`src/rtl/bclk_pkg.sv`:
```
package bclk_pkg;

   // Source selector encoding as seen on the src_sel pin.
   typedef enum logic {
      SRC_EXT = 1'b0,
      SRC_SYS = 1'b1
   } src_mode_e;

   // Input cycles spent high for a nonzero divide value n.
   function automatic int unsigned high_ticks(input int unsigned n);
      return (n / 2) + 1;
   endfunction

endpackage

```
`src/rtl/bclk_src.sv`:
```
module bclk_src
   import bclk_pkg::*;
#(
   parameter int PRESCALE    = 4,
   parameter int SYNC_STAGES = 2
) (
   input  logic      clk,
   input  logic      rst,
   input  src_mode_e mode,
   input  logic      ext_clk,
   output logic      src_lvl,
   output logic      src_tick
);

   localparam int CNT_W  = (PRESCALE > 2) ? $clog2(PRESCALE) : 1;
   localparam int HALF   = PRESCALE / 2;
   localparam int GAP_W  = $clog2(PRESCALE + 1) + 1;

   generate
      if (PRESCALE < 2 || (PRESCALE % 2) != 0) begin : g_bad_prescale
         $error("bclk_src: PRESCALE must be even and at least 2");
      end
      if (SYNC_STAGES < 2) begin : g_bad_sync
         $error("bclk_src: SYNC_STAGES must be at least 2");
      end
   endgenerate

   // Prescaler: square wave at the system clock divided by PRESCALE.
   logic [CNT_W-1:0] pre_cnt;
   logic [CNT_W-1:0] pre_nxt;
   logic             pre_lvl;

   always_comb begin
      if (pre_cnt == CNT_W'(PRESCALE - 1))
         pre_nxt = '0;
      else
         pre_nxt = pre_cnt + CNT_W'(1);
   end

   always_ff @(posedge clk) begin
      if (rst) begin
         pre_cnt <= '0;
         pre_lvl <= 1'b0;
      end else begin
         pre_cnt <= pre_nxt;
         pre_lvl <= (pre_nxt >= CNT_W'(HALF));
      end
   end

   // Synchronizer chain for the external clock.
   logic [SYNC_STAGES-1:0] sync_q;

   generate
      for (genvar s = 0; s < SYNC_STAGES; s++) begin : g_sync
         if (s == 0) begin : g_first
            always_ff @(posedge clk) begin
               if (rst) sync_q[0] <= 1'b0;
               else     sync_q[0] <= ext_clk;
            end
         end else begin : g_next
            always_ff @(posedge clk) begin
               if (rst) sync_q[s] <= 1'b0;
               else     sync_q[s] <= sync_q[s-1];
            end
         end
      end
   endgenerate

   // Selected level and its rising-edge detector.
   logic sel_lvl;
   logic lvl_q;
   logic prev_q;

   assign sel_lvl = (mode == SRC_SYS) ? pre_lvl : sync_q[SYNC_STAGES-1];

   always_ff @(posedge clk) begin
      if (rst) begin
         lvl_q  <= 1'b0;
         prev_q <= 1'b0;
      end else begin
         lvl_q  <= sel_lvl;
         prev_q <= lvl_q;
      end
   end

   assign src_lvl  = lvl_q;
   assign src_tick = lvl_q & ~prev_q;

   // Checker state: spacing between ticks once the mode has settled.
   logic [GAP_W-1:0] gap;
   logic [1:0]       seen;
   src_mode_e        mode_q;

   always_ff @(posedge clk) begin
      if (rst) begin
         gap    <= '0;
         seen   <= 2'd0;
         mode_q <= SRC_EXT;
      end else begin
         mode_q <= mode;
         if (src_tick)
            gap <= '0;
         else if (gap != {GAP_W{1'b1}})
            gap <= gap + GAP_W'(1);
         if (mode != mode_q)
            seen <= 2'd0;
         else if (src_tick && seen != 2'd3)
            seen <= seen + 2'd1;
      end
   end

   assert_sys_tick_spacing_R1: assert property (@(posedge clk) disable iff (rst)
      (mode == SRC_SYS && mode_q == SRC_SYS && src_tick && seen == 2'd3)
         |-> (gap == GAP_W'(PRESCALE - 1)));

   assert_tick_single_R1: assert property (@(posedge clk) disable iff (rst)
      src_tick |=> !src_tick);

endmodule

```
`src/rtl/bclk_div_core.sv`:
```
module bclk_div_core
   import bclk_pkg::*;
#(
   parameter int DIV_W = 8
) (
   input  logic             clk,
   input  logic             rst,
   input  logic             en,
   input  logic [DIV_W-1:0] divisor,
   input  logic             src_lvl,
   input  logic             src_tick,
   output logic             raw_lvl
);

   generate
      if (DIV_W < 1 || DIV_W > 16) begin : g_bad_width
         $error("bclk_div_core: DIV_W must be in 1..16");
      end
   endgenerate

   logic [DIV_W-1:0] pos;
   logic [DIV_W-1:0] pos_inc;
   logic [DIV_W-1:0] nact;
   logic             out_raw;
   logic             run;
   logic             lvl_d;
   logic             wrap;

   assign pos_inc = pos + DIV_W'(1);
   assign wrap    = (pos == nact);

   always_ff @(posedge clk) begin
      if (rst) begin
         pos     <= '0;
         nact    <= divisor;
         out_raw <= 1'b0;
         run     <= 1'b0;
         lvl_d   <= 1'b0;
      end else begin
         lvl_d <= src_lvl;
         run   <= en;
         if (!en) begin
            out_raw <= 1'b0;
         end else if (!run) begin
            pos     <= '0;
            nact    <= divisor;
            out_raw <= 1'b1;
         end else if (src_tick) begin
            if (wrap) begin
               pos     <= '0;
               nact    <= divisor;
               out_raw <= 1'b1;
            end else begin
               pos     <= pos_inc;
               out_raw <= (pos_inc <= (nact >> 1));
            end
         end
      end
   end

   // Divide-by-one bypass follows the delayed source level directly.
   always_comb begin
      if (!run)
         raw_lvl = 1'b0;
      else if (nact == '0)
         raw_lvl = lvl_d;
      else
         raw_lvl = out_raw;
   end

   // Checker: count input ticks spent in the high phase of each period.
   logic [DIV_W:0] hi_cnt;
   logic           hi_valid;
   logic           out_q;

   always_ff @(posedge clk) begin
      if (rst) begin
         hi_cnt   <= '0;
         hi_valid <= 1'b0;
         out_q    <= 1'b0;
      end else begin
         out_q <= out_raw;
         if (!en || !run) begin
            hi_cnt   <= '0;
            hi_valid <= 1'b0;
         end else if (src_tick && wrap) begin
            hi_cnt   <= '0;
            hi_valid <= 1'b1;
         end else if (src_tick && out_raw) begin
            hi_cnt <= hi_cnt + (DIV_W+1)'(1);
         end
      end
   end

   assert_pos_bound_R2: assert property (@(posedge clk) disable iff (rst)
      run |-> (pos <= nact));

   assert_high_len_R3: assert property (@(posedge clk) disable iff (rst)
      (run && hi_valid && out_q && !out_raw && nact != '0)
         |-> (hi_cnt == (DIV_W+1)'(high_ticks(int'(nact)))));

   assert_reload_at_wrap_R7: assert property (@(posedge clk) disable iff (rst)
      (run && $past(run) && !$stable(nact)) |-> (pos == '0));

   assert_disable_low_R9: assert property (@(posedge clk) disable iff (rst)
      !en |=> !raw_lvl);

   assert_start_high_R9: assert property (@(posedge clk) disable iff (rst)
      (en && !run && divisor != '0) |=> raw_lvl);

endmodule

```
`src/rtl/bclk_edge_out.sv`:
```
module bclk_edge_out (
   input  logic clk,
   input  logic rst,
   input  logic raw_lvl,
   input  logic pol,
   output logic bclk,
   output logic rise_stb,
   output logic fall_stb
);

   logic prev_q;

   always_ff @(posedge clk) begin
      if (rst) prev_q <= 1'b0;
      else     prev_q <= raw_lvl;
   end

   assign bclk     = raw_lvl ^ pol;
   assign rise_stb = raw_lvl & ~prev_q;
   assign fall_stb = ~raw_lvl & prev_q;

   assert_strobe_excl_R6: assert property (@(posedge clk) disable iff (rst)
      !(rise_stb && fall_stb));

   assert_rise_once_R6: assert property (@(posedge clk) disable iff (rst)
      rise_stb |=> !rise_stb);

   assert_fall_once_R6: assert property (@(posedge clk) disable iff (rst)
      fall_stb |=> !fall_stb);

endmodule

```
`src/rtl/bclk_gen.sv`:
```
module bclk_gen
   import bclk_pkg::*;
#(
   parameter int DIV_W       = 8,
   parameter int PRESCALE    = 4,
   parameter int SYNC_STAGES = 2
) (
   input  logic             clk,
   input  logic             rst,
   input  logic             en,
   input  logic             src_sel,
   input  logic             ext_clk,
   input  logic [DIV_W-1:0] divisor,
   input  logic             pol,
   output logic             bclk,
   output logic             rise_stb,
   output logic             fall_stb
);

   logic      src_lvl;
   logic      src_tick;
   logic      raw_lvl;
   src_mode_e mode;

   assign mode = src_mode_e'(src_sel);

   bclk_src #(
      .PRESCALE    (PRESCALE),
      .SYNC_STAGES (SYNC_STAGES)
   ) u_src (
      .clk      (clk),
      .rst      (rst),
      .mode     (mode),
      .ext_clk  (ext_clk),
      .src_lvl  (src_lvl),
      .src_tick (src_tick)
   );

   bclk_div_core #(
      .DIV_W (DIV_W)
   ) u_div (
      .clk      (clk),
      .rst      (rst),
      .en       (en),
      .divisor  (divisor),
      .src_lvl  (src_lvl),
      .src_tick (src_tick),
      .raw_lvl  (raw_lvl)
   );

   bclk_edge_out u_out (
      .clk      (clk),
      .rst      (rst),
      .raw_lvl  (raw_lvl),
      .pol      (pol),
      .bclk     (bclk),
      .rise_stb (rise_stb),
      .fall_stb (fall_stb)
   );

   assert_reset_quiet_R8: assert property (@(posedge clk)
      $past(rst) |-> (!rise_stb && !fall_stb && bclk == pol));

endmodule

```
`config.mk`:
```
export PLATFORM = sky130hd
export DESIGN_NAME = bclk_gen
export DESIGN_NICKNAME = d
export VERILOG_FILES = /design/src/rtl/bclk_pkg.sv /design/src/rtl/bclk_src.sv /design/src/rtl/bclk_div_core.sv /design/src/rtl/bclk_edge_out.sv /design/src/rtl/bclk_gen.sv
export SDC_FILE = /design/constraint.sdc
export NUM_CORES = 1
export LEC_CHECK = 0
export BUFFER_PORTS_ARGS = -buffer_cell sky130_fd_sc_hd__buf_2
export CAP_MARGIN = 0
export CORE_AREA = 5 5 55 57
export DETAILED_ROUTE_END_ITERATION = 16
export DIE_AREA = 0 0 60 62
export HOLD_SLACK_MARGIN = 0.08
export PLACE_DENSITY_LB_ADDON = 0.25
export SLEW_MARGIN = 20
export SYNTH_ARGS = -nofsm -noshare
export SYNTH_HDL_FRONTEND = slang
export SYNTH_SLANG_ARGS = --single-unit
```
`constraint.sdc`:
```
create_clock -name clk -period 2.05 [get_ports clk]
set_input_delay 0.205 -clock clk [delete_from_list [all_inputs] [get_ports clk]]
set_output_delay 0.205 -clock clk [all_outputs]
set_load 0.01 [all_outputs]
```
Word-level counts from Yosys, hierarchy flattened --
Cells that the tools add are included.
Word-level totals: flip-flop bits (word level) 26, input bits 14, output and inout port bits 3, word-level logic and storage cells 48
Cells by class: $add $sub $neg 2, order comparisons 2, equality and inequality tests 5, muxes and demuxes 15, bitwise logic cells 8, reduce and logical (&&, ||, !) cells 5
Operators by type and width (number):
- $mux 8 | 8
- $add 8x1->8 const B | 1
- $eq 8x8->1 | 1
- $le 8x7->1 | 1
- $logic_not 8->1 | 1
- $mux 1 | 6
- $ne 3x3->1 const B | 2
- $not 1->1 | 4
- $and 1x1->1 | 3
- $reduce_and 3->1 | 1
- $add 2x1->2 const B | 1
- $eq 2x2->1 const B | 1
- $ge 2x2->1 const B | 1
- $mux 2 | 1
- $ne 2x2->1 const B | 1
- $reduce_and 2->1 | 1
- $reduce_bool 2->1 | 1
- $reduce_or 2->1 | 1
- $xor 1x1->1 | 1

Longest topological paths before layout --
Gate-level depths: netlist of run 1.
word-level depth 6, gate-level depth with buffers 9, mapped depth without buffers 9

Hierarchy --
A second synthesis of run 1 with hierarchy kept.
Second synthesis, totals: cell total of the unflattened synthesis 123, area total of the unflattened synthesis 1286.2 sq um
By module, submodules not included:
- bclk_div_core | instances 1, cells each 103, area each 1051.0 sq um, seq. area each 460.4 sq um
- bclk_src | instances 1, cells each 15, area each 187.7 sq um, seq. area each 120.1 sq um
- bclk_edge_out | instances 1, cells each 5, area each 47.5 sq um, seq. area each 20.0 sq um

Worst setup path after synthesis of run 1 --
Ideal clock, no wire load.
path type reg2reg, start reg u_div.pos[0], end reg u_div.out_raw, library setup time 74 ps, arrival 1804 ps, data required time 1976 ps, slack 171 ps, cell stages (with the launch flop) 9, path buffers 0, clock period less this slack 1879 ps, cells stage by stage dfxtp_1 -> nand3_1 -> or2_1 -> xnor2_1 -> ha_1 -> a211oi_1 -> o221a_2 -> o21ai_0 -> a31oi_1
Between the ends: longest elaborated chain between the ends 5, elaborated cells on any way between the ends 6, classes of those cells add/sub: 1; order compare: 1; eq/ne: 1; mux: 3
RTL lines:
- start: declaration | RTL line bclk_div_core.sv:21 | logic [DIV_W-1:0] pos;
- start signal: assignment | RTL line bclk_div_core.sv:54 | pos <= pos_inc;
- $add 8x1->8 | RTL line bclk_div_core.sv:29 | assign pos_inc = pos + DIV_W'(1);
- $le 8x7->1 | RTL line bclk_div_core.sv:55 | out_raw <= (pos_inc <= (nact >> 1));
- $mux 1 (*) | RTL line bclk_div_core.sv:49 | if (wrap) begin
- $mux 1 (*) | RTL line bclk_div_core.sv:48 | end else if (src_tick) begin
- $mux 1 (*) | RTL line bclk_div_core.sv:44 | end else if (!run) begin
- end signal: assignment | RTL line bclk_div_core.sv:55
- end: declaration | RTL line bclk_div_core.sv:24 | logic out_raw;
Mark *: on every way between the ends. The rest lies on a longest branch, timed or not. The select of a mux whose other input is x is not followed. A chain may end at the register's enable or synchronous reset.

Worst setup path after layout of run 1 --
start reg u_div.nact[4], end out bclk
Between the ends: longest elaborated chain between the ends 4
RTL lines:
- start: declaration | RTL line bclk_div_core.sv:23 | logic [DIV_W-1:0] nact;
- start signal: assignment | RTL line bclk_div_core.sv:35 | nact <= divisor;
- start signal: assignment | RTL line bclk_div_core.sv:46 | nact <= divisor;
- start signal: assignment | RTL line bclk_div_core.sv:51 | nact <= divisor;
- $logic_not 8->1 | RTL line bclk_div_core.sv:65 | else if (nact == '0)
- $mux 1 | RTL line bclk_div_core.sv:65
- $mux 1 | RTL line bclk_div_core.sv:63 | if (!run)
- $xor 1x1->1 | RTL line bclk_edge_out.sv:18 | assign bclk = raw_lvl ^ pol;
- end: declaration | RTL line bclk_gen.sv:15 | output logic bclk,
No other way between the ends.

==> impl_results.md, run 1 <==
* Final period utilization at 99.2%
* Minimum clock period at 2030 ps
* Clk network pwr share at 24.2%
* Max cap viols at 0
* DRC at 0
* Final Power at 906 uW
* First-pass GRT wire length at 4370 um
* Crit path kind: reg -> out
* Routed len/inst at 14.4 um
* RSZ-0062 raised after global routing: true
* GP Congestion at 0.903
* Clk_lat worst skew at 320 ps
* Syn avg cell area at 10.3 um2
* DP Wirelength at 2080 um
* Slew margin rel. at 56.4%
* CP startpoint: u_div.nact[4]
* Fin. Hold Viols at 0
* H-tree depth at 1
* Crit path max fanout at 4
* Final std cells w/o fill at 194
* Area Growth Syn to Fin at 27.4%
* Syn_nets at 148
* Yosys top cell area share at 26.5%
* Core ar. at 2430 um2
* Initial Util at 52.9%
* Ranking of synthesized cells by area: dfxtp_1 26%, edfxtp_1 19%, ha_1 8.8%, xor2_1 6.1%, xnor2_1 3.4%
* Psw at 225 uW
* Clock Tree Root: clkbuf_4
* # clock sinks at 25
* DRT Pass-1 Iters at 4
* Worst path arrival time at 1830 ps
* Clock buffer depth at 2
* Worst-Margin Slew at 646 ps
* Worst setup SP type: flop
* Routed vias/inst at 5.41
* Share of layout cells above drive strength 1 at 30.5%
* Worst Path Required at 1850 ps
* Num CTS Buffers at 3
* Worst hold path type: in -> reg
* Hold_sp: ext_clk
* Cell taking the most area after synthesis: dfxtp_1
* Mapped Cells at 125
* Final core occ at 67.4%
* Yosys reg bits at 25
* Number of diodes at 0
* FMAX at 0.492 GHz
* Reg clk slew, reported paths at 140 ps
* Ordered list of cells on the worst path: nor4_2 -> nand2_1 -> mux2_4 -> nand2_4 -> xnor2_1 -> buf_2
* Sw Ratio at 24.8%
* Final setup viols at 0
* Initial antenna violation count at 0
* Internal power at 681 uW
* IO buf count at 16
* Sequential area share after synthesis at 45.1%
* Crit-path leading delay family: simple AND/OR/NAND/NOR gates
* Routed vias at 1,050
* Total wire length at 2790 um
* DRT iter0 DRCs at 14
* Cell count after placement at 174
* Worst Path Buf+Inv at 1
* Yosys warns at 0
* Leak at 0.728 nW
* Layout net count at 188
* Power share of the sequential group at 61.2%
* Die ar. at 3720 um2
* Worst vdd ir at 559 uV
* Netlist cell types at 35
* Total track usage at 16.2%
* Combinational Power Share at 14.6%
* Die Ht at 62 um
* Commonest cells after routing, fill and taps aside: 15 x buf_2, 15 x dfxtp_1, 14 x buf_4
* FP Rows at 18
* CTS tree: yes
* RR Startpoint: u_div.nact[5]
* I/O pin count at 17
* Die X at 60 um
* Critical path endpoint category: output pin
* Max-slew violation count at 0
* Crit-path max cell delay at 440 ps
* Pin count of the biggest net entering global routing at 14
* ANT nets after route at 0
* Crit-path slowest cell: edfxtp_1
* Clock skew at 16.4 ps
* Vias in the first global route at 1,045
* Power Density at 552 nW/um2
* Grt ovf at 0
* Status: finished clean
* Mapped Area at 1290 um2
## state kept, by name, summed over array words and instances, names as in the netlist
signal,count
u_out.prev_q,1
u_div.pos,8
u_div.out_raw,1
u_div.run,1
u_src.pre_lvl,1
u_src.pre_cnt,1
u_src.sync_q,2
u_src.src_lvl,1
u_div.lvl_d,1
u_div.nact,8
## power groups by stage
stage	registers [mW]	clock network, mW	logic, mW
2_1_floorplan	0.562	0	0.0627
3_3_place_gp	0.566	0	0.0922
3_5_place_dp	0.567	0	0.0964
4_1_cts	0.553	0.219	0.122
5_1_grt	0.557	0.242	0.148
6_report	0.554	0.219	0.133
## logic make-up (layout without fill, tap and decap cells)
| logic type | count (synthesis) | after routing | synth area share [%] |
|---|---|---|---|
| simple gates | 40 | 40 | 17.8 |
| flops | 25 | 25 | 45.1 |
| compound gates | 22 | 22 | 11.2 |
| xor+xnor | 15 | 15 | 10.8 |
| buf+inv | 12 | 51 | 4.67 |
| fa+ha+maj | 9 | 9 | 8.76 |
| mux | 2 | 2 | 1.65 |
## cell type report
class                   instances  area [um2]
flip-flops and latches         25         586
inverters                       9        33.8
clock buffers                   4        26.3
repair buffers                 38         272
well taps                      30        37.5
fillers                       184         793
multi-input cells              88         684
## final timing paths
| path | to | slack (ps) | depth (start not counted) |
|---|---|---|---|
| max reg2reg | u_div.nact[0] | 110 | 7 |
| min | u_src.sync_q[0] | 100 | 2 |
| min reg2reg | u_src.sync_q[1] | 460 | 1 |
| max | bclk | 20 | 6 |
## worst reg2reg max path: cells and delay by family, from the launching register on
family	cells	cell delay (ps)
buffers and inverters	3	470
flip-flops	1	430
AO/OA/AOI/OAI	2	320
AND/OR/NAND/NOR	1	280
XOR/XNOR	1	160
## metal layers
layer	track usage, %	routed length (um)	vias to the layer above
met5	0	0	-
met4	8.54	85	0
met3	2.48	85	10
met2	30.1	1510	28
met1	17.8	1110	498
li1	-	-	514
## through the flow
stage                     area, um2  hold slack (ps)  setup TNS, ps  worst slack (ps)
final                          1640              101              0              16.5
after global routing           1640              107           -276              -123
after CTS                      1570             98.5              0              1.17
after detailed placement       1420              383              0              61.9
after global placement         1420              382              0               123
after floorplan                1290              304              0               171
## timing repair
action                                 CTS  global route
pin swaps                                2             6
buffers inserted                         5             3
endpoints found under the hold margin    8             0
hold buffers                             8             0
gates cloned                             0             0
resized for setup                        1            13
setup endpoints to repair                3             4
## cells in the mapped netlist
cell type,n
nor4_2,1
nand4_1,1
a21oi_1,4
mux2_1,1
o22ai_1,1
nor4_4,1
o21ai_1,3
dfxtp_1,17
and2b_2,1
and3_4,1
o21bai_1,1
o221a_2,1
inv_1,9
or2_1,1
nor3_1,3
clkbuf_1,1
and2_1,1
mux2i_1,1
nor3b_1,1
nor2_1,5
a211oi_1,1
a21oi_2,1
nand2_1,11
nor2b_1,5
xor2_1,9
xnor2_1,5
nor4_1,2
a22o_1,4
a31oi_1,2
o21ai_0,4
xor2_2,1
edfxtp_1,8
buf_6,2
ha_1,9
nand3_1,6
(Power assumes the default switching activity.)
==> inputs of run 2 (changes only) <==
--- a/config.mk
+++ b/config.mk
@@ -15,4 +15,5 @@
 export SLEW_MARGIN = 20
 export SYNTH_ARGS = -nofsm -noshare
 export SYNTH_HDL_FRONTEND = slang
+export SYNTH_HIERARCHICAL = 1
 export SYNTH_SLANG_ARGS = --single-unit
==> run 2 against run 1 <==
Worst hold slack gained 17 ps. Clock-buffer cell count is the same. Maximum frequency shrank 0.66%. Clock skew shrank 5.0 ps. Final area grew 4.0%. Combinational power shrank 14%. Die area is the same. Via count grew 5.1%.
==> impl_results.md, run 2 <==
* Number of diodes at 0 (unchanged)
* Layout net count at 188 (unchanged)
* Grt ovf at 0 (unchanged)
* Worst reg2reg endpoint: u_div/out_raw
* Crit path kind: reg -> reg
* Final period utilization at 99.9% (+0.65 points)
* Clock buffer depth at 2 (unchanged)
* RR Startpoint: u_div/pos[3]
* Total wire length at 3030 um (+8.6%)
* Max-slew violation count at 0 (unchanged)
* Final setup viols at 0 (unchanged)
* Top post-synthesis cells by count: 18 x dfxtp_1, 11 x nor2b_1, 11 x xor2_1
* Simple-gate portion of the synthesized area at 20.0% (+2.2 points)
* Die ar. at 3720 um2 (unchanged)
* Reg area at 607 um2 (+3.6%)
* Reg clk slew, reported paths at 150 ps (about the same)
* Mapped Area at 1290 um2 (unchanged)
* Critical path endpoint category: flop
* Clock skew at 11.4 ps (-5.04 ps)
* Netlist cell types at 34 (-2.9%)
* Power Density at 588 nW/um2 (+6.4%)
* CTS tree: yes
* Clock Tree Root: clkbuf_4
* Vias in the first global route at 1,033 (-1.1%)
* Worst vdd ir at 757 uV (+35%)
* DP Wirelength at 2020 um (-2.6%)
* Commonest non-fill, non-tap cell in the layout: buf_2
* Multi-input gate area at 718 um2 (+4.9%)
* Yosys top cell area share at 28.0% (+1.6 points)
* Clk_lat worst skew at 330 ps (about the same)
* Leak at 0.766 nW (+5.2%)
* Routed len/inst at 15.6 um (+8.6%)
* Share of layout cells above drive strength 1 at 34.1% (+3.7 points)
* Regs by FF count: u_div/nact: 8 flops, u_div/pos: 8 flops
* Minimum clock period at 2050 ps (+13.4 ps)
* Routed vias/inst at 5.69 (+5.1%)
* FMAX at 0.489 GHz (-0.66%)
* Fill cell count at 173 (-6.0%)
* Routed vias at 1,104 (+5.1%)
* Num CTS Buffers at 3 (unchanged)
* Worst hold path type: in -> reg
* H-tree depth at 1 (unchanged)
* Async SR Flop Fraction at 0% (unchanged)
* Sequential area share after synthesis at 46.7% (+1.6 points)
* DRC at 0 (unchanged)
* Pin count of the biggest net entering global routing at 16 (+2)
* Main synth FF type: dfxtp_1
* Syn avg cell area at 10.5 um2 (+1.6%)
* Worst path arrival time at 2270 ps (+440 ps)
* Die Ht at 62 um (unchanged)
* Commonest cells after routing, fill and taps aside: 16 x buf_2, 13 x dfxtp_1, 13 x buf_4
* Fin. Hold Viols at 0 (unchanged)
* Synth Area in Compound Gates at 11.8% (+0.58 points)
* Crit path max fanout at 3 (-1)
* # clock sinks at 26 (+4.0%)
* Max cap viols at 0 (unchanged)
* Initial antenna violation count at 0 (unchanged)
* I/O pin count at 17 (unchanged)
* Hold_sp: src_sel
* R2R depth at 9 (+2)
* Slew margin rel. at 59.3% (+2.9 points)
* Area Growth Syn to Fin at 32.5%
* Core ar. at 2430 um2 (unchanged)
* Yosys reg bits at 26 (+4.0%)
* Hold depth at 3 (+1)
* ANT nets after route at 0 (unchanged)
* Most frequent cell after synthesis: dfxtp_1
* R2r setup slk at 3 ps (-110 ps)
* Final std cells w/o fill at 194 (unchanged)
* Post-synthesis adder-cell area fraction at 8.75% (unchanged)
* Yosys warns at 6 (+6)
* GP Congestion at 0.889 (-1.5%)
* Largest family of logic cells by synthesized area: simple AND/OR/NAND/NOR gates
* Number of synthesized flops with an enable pin at 8 (unchanged)
* Mux cell area share after synthesis at 0.778% (-0.88 points)
* Cell taking the most area after synthesis: dfxtp_1
* First-pass GRT wire length at 4660 um (+6.8%)
* Mapped Cells at 123 (-1.6%)
* Initial Util at 52.9% (unchanged)
* Cell count after placement at 174 (unchanged)
* IO buf count at 16 (unchanged)
* DRT iter0 DRCs at 58 (+44)
* Ranking of synthesized cells by area: dfxtp_1 28%, edfxtp_1 19%, ha_1 8.8%, xor2_1 7.5%, nor2b_1 5.4%
* Post-Synth XOR/XNOR Area at 9.53% (-1.3 points)
* Total track usage at 17.2% (+0.97 points)
* Final Power at 1.00 mW (+11%)
* Syn_nets at 146 (-1.4%)
* Die X at 60 um (unchanged)
* Worst-Margin Slew at 610 ps (-36.4 ps)
* Hold path endpoint: u_src/src_lvl
* FP Rows at 18 (unchanged)
* DRT Pass-1 Iters at 6 (+2)
* RSZ-0062 raised after global routing: true
* Worst Path Required at 2280 ps (+430 ps)
* Status: finished clean
* Worst setup SP type: flop
run 2: final cells by class:
class                           count  share of cell area (%)
Clock buffer                        4                    2.79
Inverter                            7                    1.54
Multi-Input combinational cell     89                    42.1
Sequential cell                    26                    35.6
Tap cell                           30                    2.20
Timing Repair Buffer               38                    15.7
run 2: what timing repair did:
item,4_1_cts,5_1_grt
buffers inserted,1,6
hold buffers,9,0
setup endpoints to repair,4,11
gates resized for setup,10,4
endpoints found under the hold margin,9,0
pin swaps,1,2
run 2: how the worst max path moves through the flow:
stage | from | to | depth (start not counted) | slack (ps)
after floorplan | u_div/pos[2] | u_div/out_raw | 10 | 20
after global placement | u_div/pos[3] | u_div/out_raw | 9 | 20
after detailed placement | u_div/pos[2] | u_div/out_raw | 9 | -40
after CTS | u_div/pos[2] | u_div/out_raw | 9 | 1
after global routing | u_div/nact[3] | bclk | 5 | -100
final | u_div/pos[3] | u_div/out_raw | 9 | 3
run 2: worst max-delay path, stage by stage (launching register included):
cell and delay, ps:
dfxtp_2 350, and3_4 200, nand3_2 80, and2_4 150, or2_4 250, ha_4 280
nand4_1 110, o221a_2 260, o21ai_2 140, a41oi_1 130
run 2: cell families (layout without fill, tap and decap cells):
| family | Yosys count | count (layout) |
|---|---|---|
| simple gates | 44 | 44 |
| flops | 26 | 26 |
| xor+xnor | 14 | 14 |
| fa+ha+maj | 9 | 9 |
| buf+inv | 8 | 49 |
| mux | 1 | 1 |
| compound gates | 21 | 21 |
run 2: report_power, final:
| part | switching [mW] | internal (mW) | total [mW] | leakage, nW |
|---|---|---|---|---|
| Sequential | 0.0208 | 0.556 | 0.577 | 0.229 |
| Combinational | 0.0543 | 0.0609 | 0.115 | 0.510 |
| Clock | 0.160 | 0.149 | 0.309 | 0.0261 |
| Total | 0.235 | 0.767 | 1.00 | 0.766 |
run 2: metal layers:
metal  vias to the layer above  share of wire, %  track usage, %
met3                         9               6.8            2.89
met2                        49                51            29.3
met5                         -                 0               0
li1                        524                 -               -
met4                         0               2.2            8.54
met1                       522                40            21.1
run 2: stage by stage:
stage / setup TNS (ps) / worst slack, ps / instance area (um2) / hold slack [ps] / util (%)
after detailed placement: -41.2 / -41.2 / 1470 / 383 / 60.4
after floorplan: 0 / 20.1 / 1320 / 274 / -
final: 0 / 3.06 / 1700 / 117 / 70.1
after CTS: 0 / 0.964 / 1650 / 118 / 67.8
after global routing: -447 / -96.0 / 1700 / 128 / 70.1
after global placement: 0 / 19.3 / 1470 / 381 / 60.4
==> inputs of run 3 (changes only) <==
--- a/config.mk
+++ b/config.mk
@@ -5,11 +5,11 @@
 export SDC_FILE = /design/constraint.sdc
 export NUM_CORES = 1
 export LEC_CHECK = 0
-export BUFFER_PORTS_ARGS = -buffer_cell sky130_fd_sc_hd__buf_2
 export CAP_MARGIN = 0
 export CORE_AREA = 5 5 55 57
 export DETAILED_ROUTE_END_ITERATION = 16
 export DIE_AREA = 0 0 60 62
+export DONT_BUFFER_PORTS = 1
 export HOLD_SLACK_MARGIN = 0.08
 export PLACE_DENSITY_LB_ADDON = 0.25
 export SLEW_MARGIN = 20
==> run 3 against run 2 <==
Sequential power barely moved. Global-route usage rose by 1.0 points. Clock skew fell by 1.1 ps. Clock-buffer cell count did not move. Utilization fell by 0.10 points. Critical path type unchanged.
==> impl_results.md, run 3 (same netlist as run 2, synthesis figures left out) <==
* Final setup viols at 0 (unchanged)
* Clk_lat worst skew at 320 ps (about the same)
* Hold depth at 3 (unchanged)
* Commonest cells after routing, fill and taps aside: 17 x buf_4, 13 x dfxtp_1, 12 x dlygate4sd3_1
* Fin. Hold Viols at 0 (unchanged)
* Crit-path slowest cell: edfxtp_1
* ANT nets after route at 0 (unchanged)
* DRT iter0 DRCs at 33 (-43%)
* Pin count of the biggest net entering global routing at 15 (-1)
* First-pass GRT wire length at 4890 um (+4.7%)
* Total track usage at 18.2% (+1.0 points)
* I/O pin count at 17 (unchanged)
* # clock sinks at 26 (unchanged)
* Commonest non-fill, non-tap cell in the layout: buf_4
* Cell area after layout at 1700 um2 (-0.15%)
* IO buf count at 0 (-16)
* Final core occ at 70.0% (-0.10 points)
* GP Congestion at 0.858 (-3.5%)
* Final std cells w/o fill at 185 (-4.6%)
* Die X at 60 um (unchanged)
* Cell count after placement at 161 (-7.5%)
* Worst hold path type: in -> reg
* Most frequent cell on the critical path: buf_4
* DRT Pass-1 Iters at 4 (-2)
* Critical path endpoint category: flop
* Routed vias at 1,052 (-4.7%)
* Crit path kind: reg -> reg
* Area Growth Syn to Fin at 32.3%
* Core ar. at 2430 um2 (unchanged)
* Layout net count at 179 (-4.8%)
* Die ar. at 3720 um2 (unchanged)
* DP Wirelength at 1990 um (-1.5%)
* Status: finished clean
* Max cap viols at 0 (unchanged)
* Regs by FF count: u_div/nact: 8 flops, u_div/pos: 8 flops
* Hold path endpoint: u_div/pos[2]
* Reg area at 607 um2 (unchanged)
* FMAX at 0.492 GHz (+0.64%)
* Ordered list of cells on the worst path: buf_4 -> buf_4 -> xor2_1 -> nor4_2 -> nand2_2 -> a21oi_1 -> or2_2
* Crit-path max cell delay at 470 ps (+120 ps)
* Worst Path Required at 2090 ps (-190 ps)
* Clock buffer depth at 2 (unchanged)
* Total negative setup slack at 0 ps (unchanged)
* RSZ-0062 raised after global routing: true
* Worst setup SP type: flop
* Num CTS Buffers at 3 (unchanged)
* Final period utilization at 99.2% (-0.64 points)
* Initial Util at 52.9% (unchanged)
* Worst path arrival time at 2070 ps (-200 ps)
* Total wire length at 3330 um (+9.8%)
* Fill cell count at 168 (-2.9%)
* R2R depth at 7 (-2)
* Routed len/inst at 18.0 um (+15%)
* Number of diodes at 0 (unchanged)
* FP Rows at 18 (unchanged)
* Worst-Margin Slew at 616 ps (+6.30 ps)
* Reg clk slew, reported paths at 140 ps (about the same)
* RR Startpoint: u_div/nact[3]
* Power Density at 541 nW/um2 (-7.9%)
* Routed vias/inst at 5.69 (about the same)
* CTS tree: yes
* Slew margin rel. at 58.9% (-0.42 points)
* Worst vdd ir at 590 uV (-22%)
* Multi-input gate area at 757 um2 (+5.4%)
* Dpl cell area at 1410 um2 (-3.9%)
* Leak at 0.727 nW (-5.1%)
* R2r setup slk at 20 ps (about the same)
* Worst reg2reg endpoint: u_div/nact[6]
* Hold_sp: en
* Minimum clock period at 2030 ps (-13.0 ps)
* Share of layout cells above drive strength 1 at 30.3% (-3.8 points)
* Crit path max fanout at 8 (+5)
* Initial antenna violation count at 0 (unchanged)
* Vias in the first global route at 1,063 (+2.9%)
* Clock Tree Root: clkbuf_4
* DRC at 0 (unchanged)
* Grt ovf at 0 (unchanged)
* Die Ht at 62 um (unchanged)
* Max-slew violation count at 0 (unchanged)
* Clock skew at 10.3 ps (-1.06 ps)
* H-tree depth at 1 (unchanged)
run 3: per-layer routing:
layer	GRT usage, %	vias to the layer above	wire [um]
met3	3.93	17	168
li1	-	503	-
met5	0	-	0
met4	9.18	0	139
met2	32.1	44	1650
met1	20.8	488	1370
run 3: final cells by class:
cell class | instances | share of cell area [%]
clock buffer | 4 | 1.54
timing repair buffer | 29 | 14.6
tap | 30 | 2.21
multi-input combinational | 89 | 44.5
sequential | 26 | 35.7
inverter | 7 | 1.54
run 3: through the flow:
stage	setup slack, ps	hold WS, ps	power (mW)
after floorplan	20.1	274	0.634
after global placement	23.5	278	0.649
after detailed placement	-45.9	277	0.652
after CTS	15.9	116	0.889
after global routing	-110	105	0.963
final	16.1	120	0.921
run 3: timing repair:
action                                 4_1_cts  5_1_grt
endpoints found under the hold margin       19        0
setup endpoints to repair                    4        3
resized for setup                            9       11
pin swaps                                    7        9
hold buffers                                12        0
buffers inserted                             2        6
run 3: worst max-delay path, delay by kind of cell (launching register included):
kind                   cells  cell delay (ps)
AO/OA/AOI/OAI              1              170
XOR/XNOR                   1              150
buffers and inverters      2              300
flip-flops                 1              470
AND/OR/NAND/NOR            3              660
run 3: worst max-delay path by stage:
| stage | from | end | slack [ps] | cells after the start |
|---|---|---|---|---|
| 5_1_grt | u_div/nact[7] | fall_stb | -110 | 6 |
| 3_5_place_dp | u_div/pos[3] | u_div/out_raw | -50 | 9 |
| 2_1_floorplan | u_div/pos[2] | u_div/out_raw | 20 | 10 |
| 6_report | u_div/nact[3] | u_div/nact[6] | 20 | 7 |
| 3_3_place_gp | u_div/pos[3] | u_div/out_raw | 20 | 9 |
| 4_1_cts | u_div/pos[4] | u_div/out_raw | 20 | 9 |
run 3: power breakdown:
group          switching (mW)  total, mW  internal [mW]  leakage (nW)
clock                   0.150      0.226         0.0761        0.0150
sequential             0.0238      0.580          0.556         0.229
combinational          0.0545      0.114         0.0598         0.482
total                   0.228      0.921          0.692         0.727
